**src/rtl/swe_pkg.sv**
```systemverilog
package swe_pkg;

    typedef enum logic [1:0] {
        INTAKE_IDLE  = 2'd0,
        INTAKE_FILL  = 2'd1,
        INTAKE_DRAIN = 2'd2
    } intake_state_e;

    typedef enum logic {
        BURST_WAIT = 1'b0,
        BURST_BEAT = 1'b1
    } burst_state_e;

    // Length of the next burst, or 0 when no burst may start yet.
    function automatic int unsigned burst_pick(input int unsigned avail,
                                               input int unsigned limit,
                                               input logic        last);
        if (avail >= limit)
            return limit;
        else if (last && avail != 0)
            return avail;
        else
            return 0;
    endfunction

endpackage

```
**src/rtl/swe_fifo.sv**
```systemverilog
module swe_fifo #(
    parameter int W     = 32,
    parameter int DEPTH = 8
) (
    input  logic                             clk,
    input  logic                             rst,
    input  logic                             push,
    input  logic [W-1:0]                     push_data,
    input  logic                             pop,
    output logic [W-1:0]                     head,
    output logic [$clog2(DEPTH+1)-1:0]       count,
    output logic                             full,
    output logic                             empty
);
    localparam int PTR_W = (DEPTH > 1) ? $clog2(DEPTH) : 1;
    localparam int CNT_W = $clog2(DEPTH + 1);

    logic [W-1:0]     mem [DEPTH];
    logic [PTR_W-1:0] wr_ptr_q, rd_ptr_q;
    logic [CNT_W-1:0] count_q;

    function automatic logic [PTR_W-1:0] ptr_next(input logic [PTR_W-1:0] p);
        return (p == PTR_W'(DEPTH - 1)) ? '0 : p + PTR_W'(1);
    endfunction

    always_ff @(posedge clk) begin
        if (push)
            mem[wr_ptr_q] <= push_data;
    end

    always_ff @(posedge clk) begin
        if (rst) begin
            wr_ptr_q <= '0;
            rd_ptr_q <= '0;
            count_q  <= '0;
        end else begin
            if (push)
                wr_ptr_q <= ptr_next(wr_ptr_q);
            if (pop)
                rd_ptr_q <= ptr_next(rd_ptr_q);
            case ({push, pop})
                2'b10:   count_q <= count_q + CNT_W'(1);
                2'b01:   count_q <= count_q - CNT_W'(1);
                default: count_q <= count_q;
            endcase
        end
    end

    assign head  = mem[rd_ptr_q];
    assign count = count_q;
    assign full  = (count_q == CNT_W'(DEPTH));
    assign empty = (count_q == '0);

    // the buffer never accepts a word beyond its depth
    assert_no_overflow_R5: assert property (@(posedge clk) disable iff (rst)
        push |-> (32'(count_q) < DEPTH));

    // data is never drained from an empty buffer
    assert_no_underflow_R6: assert property (@(posedge clk) disable iff (rst)
        pop |-> (count_q != '0));

endmodule

```
**src/rtl/swe_intake.sv**
```systemverilog
module swe_intake
    import swe_pkg::*;
#(
    parameter int ADDR_W = 32,
    parameter int DATA_W = 32,
    parameter int LEN_W  = 16
) (
    input  logic              clk,
    input  logic              rst,
    input  logic              cmd_valid,
    output logic              cmd_ready,
    input  logic [LEN_W-1:0]  cmd_bytes,
    input  logic              snk_valid,
    output logic              snk_ready,
    input  logic              snk_eop,
    input  logic              buf_full,
    input  logic              complete,
    output logic              push,
    output logic              load,
    output logic              drain,
    output logic              sts_valid,
    output logic [LEN_W-1:0]  sts_bytes,
    output logic              sts_eop
);
    localparam int BPW_LG = $clog2(DATA_W / 8);

    typedef struct packed {
        logic [LEN_W-1:0] left;
        logic [LEN_W-1:0] taken;
        logic             eop;
    } progress_t;

    typedef struct packed {
        logic             valid;
        logic [LEN_W-1:0] bytes;
        logic             eop;
    } status_t;

    intake_state_e    state_q;
    progress_t        prog_q;
    status_t          sts_q;
    logic [LEN_W-1:0] cmd_words;

    assign cmd_words = cmd_bytes >> BPW_LG;
    assign cmd_ready = (state_q == INTAKE_IDLE);
    assign snk_ready = (state_q == INTAKE_FILL) && !buf_full;
    assign push      = snk_valid && snk_ready;
    assign load      = cmd_valid && cmd_ready;
    assign drain     = (state_q == INTAKE_DRAIN);

    always_ff @(posedge clk) begin
        if (rst) begin
            state_q <= INTAKE_IDLE;
            prog_q  <= '0;
            sts_q   <= '0;
        end else begin
            sts_q.valid <= 1'b0;
            case (state_q)
                INTAKE_IDLE: begin
                    if (cmd_valid) begin
                        prog_q.left  <= cmd_words;
                        prog_q.taken <= '0;
                        prog_q.eop   <= 1'b0;
                        state_q      <= (cmd_words == '0) ? INTAKE_DRAIN : INTAKE_FILL;
                    end
                end
                INTAKE_FILL: begin
                    if (push) begin
                        prog_q.left  <= prog_q.left - LEN_W'(1);
                        prog_q.taken <= prog_q.taken + LEN_W'(1);
                        if (snk_eop)
                            prog_q.eop <= 1'b1;
                        if (snk_eop || prog_q.left == LEN_W'(1))
                            state_q <= INTAKE_DRAIN;
                    end
                end
                INTAKE_DRAIN: begin
                    if (complete) begin
                        sts_q.valid <= 1'b1;
                        sts_q.bytes <= prog_q.taken << BPW_LG;
                        sts_q.eop   <= prog_q.eop;
                        state_q     <= INTAKE_IDLE;
                    end
                end
                default: state_q <= INTAKE_IDLE;
            endcase
        end
    end

    assign sts_valid = sts_q.valid;
    assign sts_bytes = sts_q.bytes;
    assign sts_eop   = sts_q.eop;

    // an end-of-packet word closes the sink for the command
    assert_eop_closes_sink_R7: assert property (@(posedge clk) disable iff (rst)
        (push && snk_eop) |=> !snk_ready);

    // a newly accepted command blocks further commands
    assert_one_command_R2: assert property (@(posedge clk) disable iff (rst)
        load |=> !cmd_ready);

    // the status token lasts a single cycle
    assert_status_pulse_R9: assert property (@(posedge clk) disable iff (rst)
        sts_valid |=> !sts_valid);

endmodule

```
**src/rtl/swe_burst_master.sv**
```systemverilog
module swe_burst_master
    import swe_pkg::*;
#(
    parameter int ADDR_W    = 32,
    parameter int DATA_W    = 32,
    parameter int BURST_MAX = 4,
    parameter int CNT_W     = 4,
    parameter int BC_W      = 3
) (
    input  logic              clk,
    input  logic              rst,
    input  logic              load,
    input  logic [ADDR_W-1:0] load_addr,
    input  logic              load_incr,
    input  logic              drain,
    input  logic [CNT_W-1:0]  buf_count,
    input  logic [DATA_W-1:0] buf_head,
    output logic              pop,
    output logic              idle,
    output logic [ADDR_W-1:0] wr_address,
    output logic              wr_write,
    output logic [DATA_W-1:0] wr_data,
    output logic [BC_W-1:0]   wr_burstcount,
    input  logic              wr_waitrequest
);
    localparam int BPW_LG = $clog2(DATA_W / 8);

    burst_state_e      state_q;
    logic              incr_q;
    logic [ADDR_W-1:0] run_addr_q;
    logic [ADDR_W-1:0] burst_addr_q;
    logic [BC_W-1:0]   len_q;
    logic [BC_W-1:0]   left_q;
    logic [BC_W-1:0]   limit;
    logic [BC_W-1:0]   pick;
    logic              start;

    assign limit = incr_q ? BC_W'(BURST_MAX) : BC_W'(1);
    assign pick  = BC_W'(burst_pick(32'(buf_count), 32'(limit), drain));
    assign start = (state_q == BURST_WAIT) && (pick != '0);

    always_ff @(posedge clk) begin
        if (rst) begin
            state_q      <= BURST_WAIT;
            incr_q       <= 1'b0;
            run_addr_q   <= '0;
            burst_addr_q <= '0;
            len_q        <= '0;
            left_q       <= '0;
        end else begin
            case (state_q)
                BURST_WAIT: begin
                    if (start) begin
                        len_q        <= pick;
                        left_q       <= pick;
                        burst_addr_q <= run_addr_q;
                        if (incr_q)
                            run_addr_q <= run_addr_q + (ADDR_W'(pick) << BPW_LG);
                        state_q <= BURST_BEAT;
                    end
                end
                BURST_BEAT: begin
                    if (!wr_waitrequest) begin
                        left_q <= left_q - BC_W'(1);
                        if (left_q == BC_W'(1))
                            state_q <= BURST_WAIT;
                    end
                end
                default: state_q <= BURST_WAIT;
            endcase
            if (load) begin
                incr_q     <= load_incr;
                run_addr_q <= load_addr;
            end
        end
    end

    assign wr_write      = (state_q == BURST_BEAT);
    assign wr_address    = burst_addr_q;
    assign wr_data       = buf_head;
    assign wr_burstcount = len_q;
    assign pop           = wr_write && !wr_waitrequest;
    assign idle          = (state_q == BURST_WAIT);

    // every beat still owed by the burst is already buffered
    assert_beats_buffered_R6: assert property (@(posedge clk) disable iff (rst)
        (state_q == BURST_BEAT) |-> (32'(buf_count) >= 32'(left_q)));

    // a stalled beat is held unchanged
    assert_hold_under_wait_R11: assert property (@(posedge clk) disable iff (rst)
        (wr_write && wr_waitrequest) |=>
            (wr_write && $stable(wr_address) && $stable(wr_data) && $stable(wr_burstcount)));

    // bursts begun before the command's data is complete are full size
    assert_full_burst_R3: assert property (@(posedge clk) disable iff (rst)
        (wr_write && !drain && incr_q) |-> (32'(wr_burstcount) == BURST_MAX));

    // a burst never exceeds the limit and never is empty
    assert_burst_bounds_R4: assert property (@(posedge clk) disable iff (rst)
        wr_write |-> (wr_burstcount != '0 && 32'(wr_burstcount) <= BURST_MAX));

    // fixed-address writes are single beats at the command address
    assert_fixed_single_R8: assert property (@(posedge clk) disable iff (rst)
        (wr_write && !incr_q) |-> (wr_burstcount == BC_W'(1) && wr_address == run_addr_q));

endmodule

```
**src/rtl/swe_burst_writer.sv**
```systemverilog
module swe_burst_writer
    import swe_pkg::*;
#(
    parameter int ADDR_W    = 32,
    parameter int DATA_W    = 32,
    parameter int LEN_W     = 16,
    parameter int BURST_MAX = 4,
    localparam int BUF_DEPTH = 2 * BURST_MAX,
    localparam int CNT_W     = $clog2(BUF_DEPTH + 1),
    localparam int BC_W      = $clog2(BURST_MAX + 1)
) (
    input  logic              clk,
    input  logic              rst,
    input  logic              cmd_valid,
    output logic              cmd_ready,
    input  logic [ADDR_W-1:0] cmd_addr,
    input  logic [LEN_W-1:0]  cmd_bytes,
    input  logic              cmd_incr,
    input  logic              snk_valid,
    output logic              snk_ready,
    input  logic [DATA_W-1:0] snk_data,
    input  logic              snk_eop,
    output logic [ADDR_W-1:0] wr_address,
    output logic              wr_write,
    output logic [DATA_W-1:0] wr_data,
    output logic [BC_W-1:0]   wr_burstcount,
    input  logic              wr_waitrequest,
    output logic              sts_valid,
    output logic [LEN_W-1:0]  sts_bytes,
    output logic              sts_eop
);
    logic              push, pop, load, drain, complete;
    logic              buf_full, buf_empty, burst_idle;
    logic [CNT_W-1:0]  buf_count;
    logic [DATA_W-1:0] buf_head;

    assign complete = drain && buf_empty && burst_idle;

    swe_intake #(
        .ADDR_W (ADDR_W),
        .DATA_W (DATA_W),
        .LEN_W  (LEN_W)
    ) u_intake (
        .clk       (clk),
        .rst       (rst),
        .cmd_valid (cmd_valid),
        .cmd_ready (cmd_ready),
        .cmd_bytes (cmd_bytes),
        .snk_valid (snk_valid),
        .snk_ready (snk_ready),
        .snk_eop   (snk_eop),
        .buf_full  (buf_full),
        .complete  (complete),
        .push      (push),
        .load      (load),
        .drain     (drain),
        .sts_valid (sts_valid),
        .sts_bytes (sts_bytes),
        .sts_eop   (sts_eop)
    );

    swe_fifo #(
        .W     (DATA_W),
        .DEPTH (BUF_DEPTH)
    ) u_buffer (
        .clk       (clk),
        .rst       (rst),
        .push      (push),
        .push_data (snk_data),
        .pop       (pop),
        .head      (buf_head),
        .count     (buf_count),
        .full      (buf_full),
        .empty     (buf_empty)
    );

    swe_burst_master #(
        .ADDR_W    (ADDR_W),
        .DATA_W    (DATA_W),
        .BURST_MAX (BURST_MAX),
        .CNT_W     (CNT_W),
        .BC_W      (BC_W)
    ) u_master (
        .clk            (clk),
        .rst            (rst),
        .load           (load),
        .load_addr      (cmd_addr),
        .load_incr      (cmd_incr),
        .drain          (drain),
        .buf_count      (buf_count),
        .buf_head       (buf_head),
        .pop            (pop),
        .idle           (burst_idle),
        .wr_address     (wr_address),
        .wr_write       (wr_write),
        .wr_data        (wr_data),
        .wr_burstcount  (wr_burstcount),
        .wr_waitrequest (wr_waitrequest)
    );

    // the buffer stays empty between commands
    assert_idle_empty_R12: assert property (@(posedge clk) disable iff (rst)
        cmd_ready |-> (buf_empty && !wr_write));

endmodule

```
**config.mk**
```make
export PLATFORM = sky130hd
export DESIGN_NAME = swe_burst_writer
export DESIGN_NICKNAME = d
export VERILOG_FILES = /design/src/rtl/swe_pkg.sv /design/src/rtl/swe_fifo.sv /design/src/rtl/swe_intake.sv /design/src/rtl/swe_burst_master.sv /design/src/rtl/swe_burst_writer.sv
export SDC_FILE = /design/constraint.sdc
export NUM_CORES = 1
export LEC_CHECK = 0
export BUFFER_PORTS_ARGS = -buffer_cell sky130_fd_sc_hd__buf_2
export CAP_MARGIN = 20
export CORE_MARGIN = 3
export CORE_UTILIZATION = 58
export CTS_CLUSTER_SIZE = 10
export DETAILED_ROUTE_END_ITERATION = 8
export PLACE_DENSITY = 0.87
export SLEW_MARGIN = 20
export SYNTH_ARGS = -nofsm -noshare
export SYNTH_HDL_FRONTEND = slang
export SYNTH_SLANG_ARGS = --single-unit
```
**constraint.sdc**
```tcl
create_clock -name clk -period 7.89 [get_ports clk]
set_clock_uncertainty 0.05 [all_clocks]
set_input_delay 1.1835 -clock clk [delete_from_list [all_inputs] [get_ports clk]]
set_output_delay 1.1835 -clock clk [all_outputs]
set_load 0.02 [all_outputs]
```
# [After elaboration in Yosys (flattened, before gate mapping)]
# Memories as Yosys holds them, arrays and structs flattened. A register that Yosys moved wholly into a read port is not among the register bits.
# Index checks and enable logic that the tools add are counted.
# W data, S select, Z words.
[totals] out_inout_bits=88 reg_bits=133 mem_count=1 in_bits=87 ram_bits=256
[mem_list] memory="u_buffer.mem" words=8 width=32 read_ports=1 rd_ports_with_merged_regs=1 wr=1 line="swe_fifo.sv:18" source="logic [W-1:0] mem [DEPTH];"
[op_classes] muxes=32 n_eq_ne=17 n_reduce_logical=28 order_cmp=1 addsub=8 bitwise_logic=2
[op_table] op="$mux W32" n=4
[op_table] op="$mux W33" n=2
[op_table] op="$pmux W33 S2" n=1
[op_table] op="$add A32 B5 Y32" n=1
[op_table] op="$mux W3" n=9
[op_table] op="$mux W18" n=1
[op_table] op="$add A16 B1 Y16 const B" n=1
[op_table] op="$eq A16 B1 Y1 const B" n=1
[op_table] op="$logic_not A16 Y1" n=1
[op_table] op="$sub A16 B1 Y16 const B" n=1
[op_table] op="$mux W2" n=5
[op_table] op="$ne A2 B2 Y1 const B" n=5
[op_table] op="$logic_and A1 B1 Y1" n=8
[op_table] op="$pmux W4 S2" n=1
[op_table] op="$reduce_and A4 Y1" n=2
[op_table] op="$reduce_bool A2 Y1" n=4
[op_table] op="$add A3 B1 Y3 const B" n=2
[op_table] op="$eq A3 B3 Y1 const B" n=2
[op_table] op="$mux W1" n=6
[op_table] op="$ne A2 B1 Y1 const B" n=3
[op_table] op="$pmux W2 S3" n=1
[op_table] op="$pmux W3 S2" n=1
[op_table] op="$reduce_and A2 Y1" n=3
[op_table] op="$reduce_and A3 Y1" n=2
[op_table] op="other kinds (17)" n=21

# [Depth between registers and ports, before layout]
# Gate-level depths: netlist of run 1.
[depth] ltp_word=9 ltp_mapped=13 mapped_depth_nobuf=12

# [Hierarchy]
# A second synthesis of run 1 with hierarchy kept.
[unflattened] cells_unflattened=1204 hier_area_um2=16455.8
[modules_own_cells] mod="swe_fifo" area_per_inst_um2=10423.7 n_inst=1 cells_per_inst=445
[modules_own_cells] mod="swe_burst_master" area_per_inst_um2=3613.5 n_inst=1 cells_per_inst=452
[modules_own_cells] mod="swe_intake" area_per_inst_um2=2412.3 n_inst=1 cells_per_inst=306
[modules_own_cells] mod="swe_burst_writer" area_per_inst_um2=6.3 n_inst=1 cells_per_inst=1

# [Least setup slack after synthesis of run 1]
# OpenSTA, ideal clock, no wires.
[synth_timing] path_kind="input to register" startpoint="input snk_valid" endpoint="memory u_buffer.mem[2][0] (enable)" setup_time_ns=0.513 t_arrival_ns=5.258 n_path_buf=0 stages=4 path_slack_ns=2.069 cell_sequence="nand3b_1 > nor2_1 > clkinv_1 > nor4b_1"
[synth_via] elab_chain_cells=3
[synth_rtl] item="start, declared" line="swe_burst_writer.sv:19" source="input logic snk_valid,"
[synth_rtl] item="$logic_and A1 B1 Y1" line="swe_intake.sv:47" source="assign push = snk_valid && snk_ready;"
[synth_rtl] item="$mux W1" line="swe_fifo.sv:27" source="if (push)"
[synth_rtl] item="$mux W1 (implied by the code)" line="swe_fifo.sv:28" source="mem[wr_ptr_q] <= push_data;"
[synth_rtl] item="end, declared" line="swe_fifo.sv:18"
# Every way passes these cells.

==> results of run 1 <==
==> tightest hold or removal path, delay by kind of cell (launching register included) <==
kind / cells / cell delay, ns
flops: 1 / 0.30
simple gates: 1 / 0.05
compound gates: 1 / 0.05
==> metrics by stage <==
| stage | power (W) | cell area [µm²] |
|---|---|---|
| 6_report | 0.00502 | 18500 |
| 5_1_grt | 0.00522 | 18500 |
| 4_1_cts | 0.00506 | 18500 |
| 3_5_place_dp | 0.00322 | 17200 |
| 3_3_place_gp | 0.00319 | 17200 |
| 2_1_floorplan | 0.00299 | 16000 |
==> flip-flops by register name, summed over array words and instances, names as in the netlist, 2 cells and up, named ones only <==
signal and cells:
u_buffer.wr_ptr_q 3, u_buffer.mem 256, u_master.run_addr_q 32, u_intake.prog_q 31
u_master.wr_address 32, u_buffer.count 4, u_intake.sts_bytes 14, u_master.wr_burstcount 3
u_intake.state_q 2, u_master.left_q 3, u_buffer.rd_ptr_q 3
==> metal layers <==
layer,global-route usage,share of wire
met1,0.324,0.40
met2,0.415,0.51
met3,0.0432,0.065
met4,0.0791,0.026
met5,0,0.00074
==> final cells by class <==
| type | count | area share |
|---|---|---|
| Antenna cell | 3 | 0.000406 |
| Clock buffer | 63 | 0.0657 |
| Clock inverter | 4 | 0.00386 |
| Inverter | 19 | 0.00386 |
| Multi-Input combinational cell | 683 | 0.289 |
| Sequential cell | 390 | 0.561 |
| Tap cell | 341 | 0.0231 |
| Timing Repair Buffer | 186 | 0.0527 |
==> how the worst max path moves through the flow <==
stage | from | to | slack, ns | depth (start not counted)
after floorplan | snk_valid | u_buffer.mem[2][0]$_DFFE_PP_ | 2.07 | 4
after global placement | snk_valid | u_buffer.count[3]$_SDFFE_PP0P_ | 3.98 | 11
after detailed placement | snk_valid | u_buffer.count[3]$_SDFFE_PP0P_ | 3.87 | 11
after CTS | flip-flop | wr_data[21] | 3.48 | 4
after global routing | flip-flop | wr_data[21] | 3.33 | 4
final | flip-flop | wr_data[21] | 3.59 | 4
==> kinds of logic after synthesis <==
logic type | count (synthesis) | share of synthesized area
DFF | 390 | 0.647
and+or+nand+nor | 342 | 0.103
AOI/OAI and AO/OA | 175 | 0.0703
muxes | 119 | 0.127
buffers and inverters | 86 | 0.0228
xor gates and xnor gates | 26 | 0.0142
adders and majority gates | 19 | 0.0158
other | 1 | 0.000234
==> where the power goes <==
group	switching [W]	internal, W
Clock	0.000764	0.00107
Combinational	0.000508	0.000318
Sequential	0.000102	0.00226
==> cells in the final DEF (no fill, tap or decap), types with 18 or more instances in the layout <==
cell	Yosys	layout
nor2_1	88	86
o21ai_0	23	23
clkbuf_16	0	45
mux2i_1	21	21
nand4_1	20	20
a21oi_1	76	75
nand3_1	25	25
mux4_2	64	64
dfxtp_1	134	132
xor2_1	18	18
mux2_2	34	34
buf_2	13	169
edfxtp_1	256	256
nand2_1	126	126
==> metrics.md, run 1 <==
| Metric | Value |
|---|---|
| I/O pin count | `175` |
| Net count, final | `1431` |
| FFs w/ async S/R, synth | `0` |
| Worst EP required | `6.66 ns` |
| Synth top area share | `0.480` |
| Unrepaired setup endpoints after global routing | `no` |
| Pin count of the biggest net entering global routing | `65` |
| Post-route minimum period | `4.30 ns` |
| Vias in the first global route | `10.4k` |
| Period utilization | `0.545` |
| CTS sink cnt | `390` |
| CP Data Arrival Time | `3.07 ns` |
| Top cell type by total area after synthesis | `edfxtp_1` |
| First-pass GRT wire length | `56.6 mm` |
| Fillers | `1813` |
| CP Cell Sequence | `buf_4 > mux4_2 > mux2_2 > buf_2` |
| PD cells | `272 nW/µm²` |
| Pre-CTS setup slack | `3.87 ns` |
| Finished Layout Cells | `1689` |
| DRT Pass-1 Iters | `7` |
| Register area | `10400 µm²` |
| Startpoint types | `flip-flop` |
| Die Wd | `172 µm` |
| Final Util | `0.684` |
| Initial antenna violation count | `3` |
| Library cells used by synthesis | `70` |
| Area growth syn-to-layout | `15.3%` |
| WS Path Type | `flip-flop to output pin` |
| Die area | `29700 µm²` |
| Die height | `172 µm` |
| CP top delay family | `multiplexers` |
| Outcome | `completed` |
| Port buffer count | `170` |
| Synth Register Bits | `390` |
| Postcts setup bufs | `0` |
| RR Startpoint | `u_master.incr_q$_SDFFE_PP0P_` |
| Sequential area share after synthesis | `0.647` |
| HP Start | `u_master.wr_address[0]$_SDFFE_PP0P_` |
| Vias | `10.4k` |
| CTS Buf Count | `45` |
| Antenna viol nets, final | `0` |
| Worst path max stage delay | `0.71 ns` |
| Reg clk slew, reported paths | `0.06 ns` |
| Post-CTS sizing | `0` |
| Ys Warns | `0` |
| Worst Hold End | `u_master.wr_address[0]$_SDFFE_PP0P_` |
| Syn_area_per_cell | `13.8 µm²` |
| Worst setup margin | `3.59 ns` |
| GR Util All Layers | `0.244` |
| Final hold vios | `0` |
| Rel. slew slack | `0.311` |
| Avg WL per Cell | `21.6 µm` |
| Most common cell in the synthesized netlist | `edfxtp_1` |
| Reg2reg end | `u_master.run_addr_q[25]$_SDFFE_PP0P_` |
| Hpwl dp | `21.3 mm` |
| Synth Flop Type | `edfxtp_1` |
| Reg2reg setup slack | `4.04 ns` |
| CTS tree | `yes` |
| CP endpoint kind | `output pin` |
| Mapped cell area | `16000 µm²` |
| Hold path depth | `2` |
| Post-route setup TNS | `0 ns` |
| WHS | `0.403 ns` |
| Clk_lat worst skew | `0.55 ns` |
| Share of layout cells above drive strength 1 | `0.267` |
| Number of flops mapped to enable cells by yosys | `256` |
| Core Rows | `60` |
| Max Cap Violations | `0` |
| Routability cong. | `0.869` |
| CP max stage cell | `dfxtp_4` |
| Most instantiated cells after synthesis | `edfxtp_1 (256), dfxtp_1 (134), nand2_1 (126)` |
| Core ar. | `27000 µm²` |
| Slew Viols, Final | `0` |
| Clk root buf | `clkbuf_16` |
| Clock Path Buffers | `3` |
| Dpl cells | `1619` |
| Global route overflow | `0` |
| Reg2Reg Depth | `12` |
| DRC Markers | `0` |
| # hold bufs at CTS | `0` |
| Final setup viols | `0` |
| Final wirelength | `36.5 mm` |
| Synth area leaders | `edfxtp_1 (48%), dfxtp_1 (17%), mux4_2 (9.0%)` |
| Fmax | `233 MHz` |
| Post-synthesis cell count | `1158` |
| Peak VDD IR | `0.182 mV` |
| CTS H-tree lvls | `2` |
| Initial core utilization | `0.593` |
| Buf+Inv Stages, Crit Path | `2` |
| Via-to-Cell Ratio | `6.18` |
| DR iter-0 viols | `1058` |
| Multi-input logic area | `5350 µm²` |
| Actual slew at the worst max-slew pin | `1.03 ns` |
| Leakage | `6.54 nW` |
| Type of the worst min-delay path | `flip-flop to flip-flop` |
| Critical Path Fanout Max | `36` |
Power figures use the tool's default switching activity.
==> run 2, diff against run 1 <==
==> constraint.sdc (replaced) <==
create_clock -name clk -period 4.5 [get_ports clk]
set_clock_uncertainty 0.05 [all_clocks]
set_input_delay 0.675 -clock clk [delete_from_list [all_inputs] [get_ports clk]]
set_output_delay 0.675 -clock clk [all_outputs]
set_load 0.02 [all_outputs]
==> run 2 against run 1 <==
  * Non-clock buffer count rose by 4
  * Sequential power rose by 75%
  * Power rose by 73%
  * Sequential share of layout area rose by 0.094 points
  * Critical path depth rose by 8
  * Sequential cell count did not move
  * Critical endpoint is now u_master.run_addr_q[18]$_SDFFE_PP0P_
  * Worst hold slack got worse by 0.078 ns
  * Die area did not move
  * Clock power rose by 69%
==> metrics.md, run 2 (synthesis gave the netlist of run 1 again) <==
| Metric | Value |
|---|---|
| Outcome | `completed (unchanged)` |
| Period utilization | `0.841` |
| Worst EP required | `4.89 ns (was 6.66 ns)` |
| Global route overflow | `0 (unchanged)` |
| Most frequent cells in the layout | `edfxtp_1 (256), buf_2 (169), dfxtp_1 (131) (was edfxtp_1 (256), buf_2 (169), dfxtp_1 (132))` |
| Type of the worst min-delay path | `input pin to flip-flop (was flip-flop to flip-flop)` |
| CTS sink cnt | `390 (unchanged)` |
| CP Data Arrival Time | `4.17 ns (was 3.07 ns)` |
| Worst path max stage delay | `0.48 ns (was 0.71 ns)` |
| Rel. slew slack | `0.303 (was 0.311)` |
| Avg WL per Cell | `21.5 µm (was 21.6 µm)` |
| Postcts setup bufs | `0 (unchanged)` |
| I/O pin count | `175 (unchanged)` |
| Die height | `172 µm (unchanged)` |
| Comb pwr share | `0.166 (was 0.164)` |
| Hold path depth | `3 (was 2)` |
| Vias in the first global route | `10.4k (about the same)` |
| CTS Buf Count | `44 (was 45)` |
| Clk_lat worst skew | `0.53 ns (was 0.55 ns)` |
| Net count, final | `1434 (was 1431)` |
| Peak VDD IR | `0.303 mV (was 0.182 mV)` |
| Pin count of the biggest net entering global routing | `70 (was 65)` |
| First-pass GRT wire length | `56.3 mm (was 56.6 mm)` |
| Port buffer count | `170 (unchanged)` |
| CTS H-tree lvls | `2 (unchanged)` |
| Share of layout cells above drive strength 1 | `0.267 (about the same)` |
| Max Cap Violations | `0 (unchanged)` |
| Post-route setup TNS | `0 ns (unchanged)` |
| Actual slew at the worst max-slew pin | `1.05 ns (was 1.03 ns)` |
| Core ar. | `27000 µm² (unchanged)` |
| # hold bufs at CTS | `0 (unchanged)` |
| Sequential power share | `0.478 (was 0.471)` |
| Overall Power | `0.00868 W (was 0.00502 W)` |
| Pint | `0.00632 W (was 0.00365 W)` |
| Slew Viols, Final | `0 (unchanged)` |
| Final hold vios | `0 (unchanged)` |
| Initial antenna violation count | `3 (unchanged)` |
| Fmax | `264 MHz` |
| Top reg by flops | `u_buffer.mem (unchanged)` |
| Area growth syn-to-layout | `15.2% (was 15.3%)` |
| Clock Path Buffers | `3 (unchanged)` |
| CP max stage cell | `or4_1 (was dfxtp_4)` |
| Unrepaired setup endpoints after global routing | `no (unchanged)` |
| Routability cong. | `0.868 (was 0.869)` |
| Core Rows | `60 (unchanged)` |
| Final setup viols | `0 (unchanged)` |
| WS Path Type | `flip-flop to flip-flop (was flip-flop to output pin)` |
| Most common cell after layout, fill and taps aside | `edfxtp_1 (unchanged)` |
| Vias | `10.5k (was 10.4k)` |
| Post-route minimum period | `3.78 ns` |
| Antenna viol nets, final | `0 (unchanged)` |
| Psw | `0.00237 W (was 0.00137 W)` |
| Startpoint types | `flip-flop (unchanged)` |
| Leakage | `6.53 nW (was 6.54 nW)` |
| Critical Path Fanout Max | `8 (was 36)` |
| CP Cell Sequence | `inv_1 > ha_1 > nor3b_2 > o21a_1 > mux2i_1 > ha_1 > fa_1 > a21oi_1 > nor2_1 > o211ai_1 > or4_1 > a311oi_1 (was buf_4 > mux4_2 > mux2_2 > buf_2)` |
| CTS tree | `yes (unchanged)` |
| Max FFs per register | `256 (unchanged)` |
| DRC Markers | `0 (unchanged)` |
| Sw Share | `0.273 (was 0.274)` |
| Die Wd | `172 µm (unchanged)` |
| Final wirelength | `36.3 mm (was 36.5 mm)` |
| PD cells | `470 nW/µm² (was 272 nW/µm²)` |
| Reg clk slew, reported paths | `0.05 ns (was 0.06 ns)` |
| Most common cell on crit path | `ha_1` |
| Initial core utilization | `0.593 (unchanged)` |
| DRT Pass-1 Iters | `5 (was 7)` |
| Reg2Reg Depth | `12 (unchanged)` |
| Hpwl dp | `21.4 mm (was 21.3 mm)` |
| Clock Power Share | `0.356 (was 0.365)` |
| GR Util All Layers | `0.242 (was 0.244)` |
| CP endpoint kind | `flip-flop (was output pin)` |
| DR iter-0 viols | `1016 (was 1058)` |
| Clk root buf | `clkbuf_16 (unchanged)` |
| Post-CTS sizing | `0 (unchanged)` |
| Die area | `29700 µm² (unchanged)` |
| Via-to-Cell Ratio | `6.21 (was 6.18)` |
run 2: cell type report:
cell class	count	area (µm²)
clock inverter	3	45.0
multi-input combinational	683	5360
inverter	19	71.3
sequential	390	10400
antenna	1	2.50
fill	1851	8570
tap	341	427
timing repair buffer	190	1020
clock buffer	59	1160
run 2: worst paths after layout:
path	startpoint	slack [ns]	to
max	u_master.incr_q$_SDFFE_PP0P_	0.72	u_master.run_addr_q[18]$_SDFFE_PP0P_
min reg2reg	u_master.wr_address[19]$_SDFFE_PP0P_	0.40	u_master.wr_address[19]$_SDFFE_PP0P_
max reg2reg	u_master.incr_q$_SDFFE_PP0P_	0.72	u_master.run_addr_q[18]$_SDFFE_PP0P_
min	cmd_addr[4]	0.32	u_master.run_addr_q[4]$_SDFFE_PP0P_
run 2: per-layer routing:
layer | track usage | wire length [µm] | up-vias | part of all wire
li1 | - | - | 4750 | -
met1 | 0.320 | 14500 | 5228 | 0.40
met2 | 0.414 | 18500 | 412 | 0.51
met3 | 0.0402 | 2320 | 83 | 0.064
met4 | 0.0774 | 960 | 4 | 0.026
met5 | 0 | 23 | - | 0.00063
run 2: power groups by stage:
stage,clock (W),sequential [W],combinational (W)
finish,0.00309,0.00415,0.00144
global route,0.00329,0.00417,0.00158
CTS,0.00315,0.00415,0.00145
detailed placement,0,0.00422,0.00143
global placement,0,0.00421,0.00139
floorplan,0,0.00420,0.00103
run 2: stage by stage:
step	utilization	instances	area, µm²	worst slack, ns	hold slack [ns]
floorplan	-	1159	16000	0.343	0.382
global placement	0.638	1622	17200	0.882	0.388
detailed placement	0.638	1622	17200	0.799	0.396
CTS	0.683	1684	18400	0.761	0.305
global route	0.683	1686	18500	0.424	0.318
finish	0.683	1686	18500	0.717	0.325
run 2: worst max-delay path: cells and delay by family, from the launching register on:
family | cells | cell delay [ns]
and+or+nand+nor | 3 | 1.11
AOI/OAI and AO/OA | 4 | 0.89
adders and majority gates | 3 | 0.76
DFF | 1 | 0.46
muxes | 1 | 0.28
buffers and inverters | 1 | 0.15
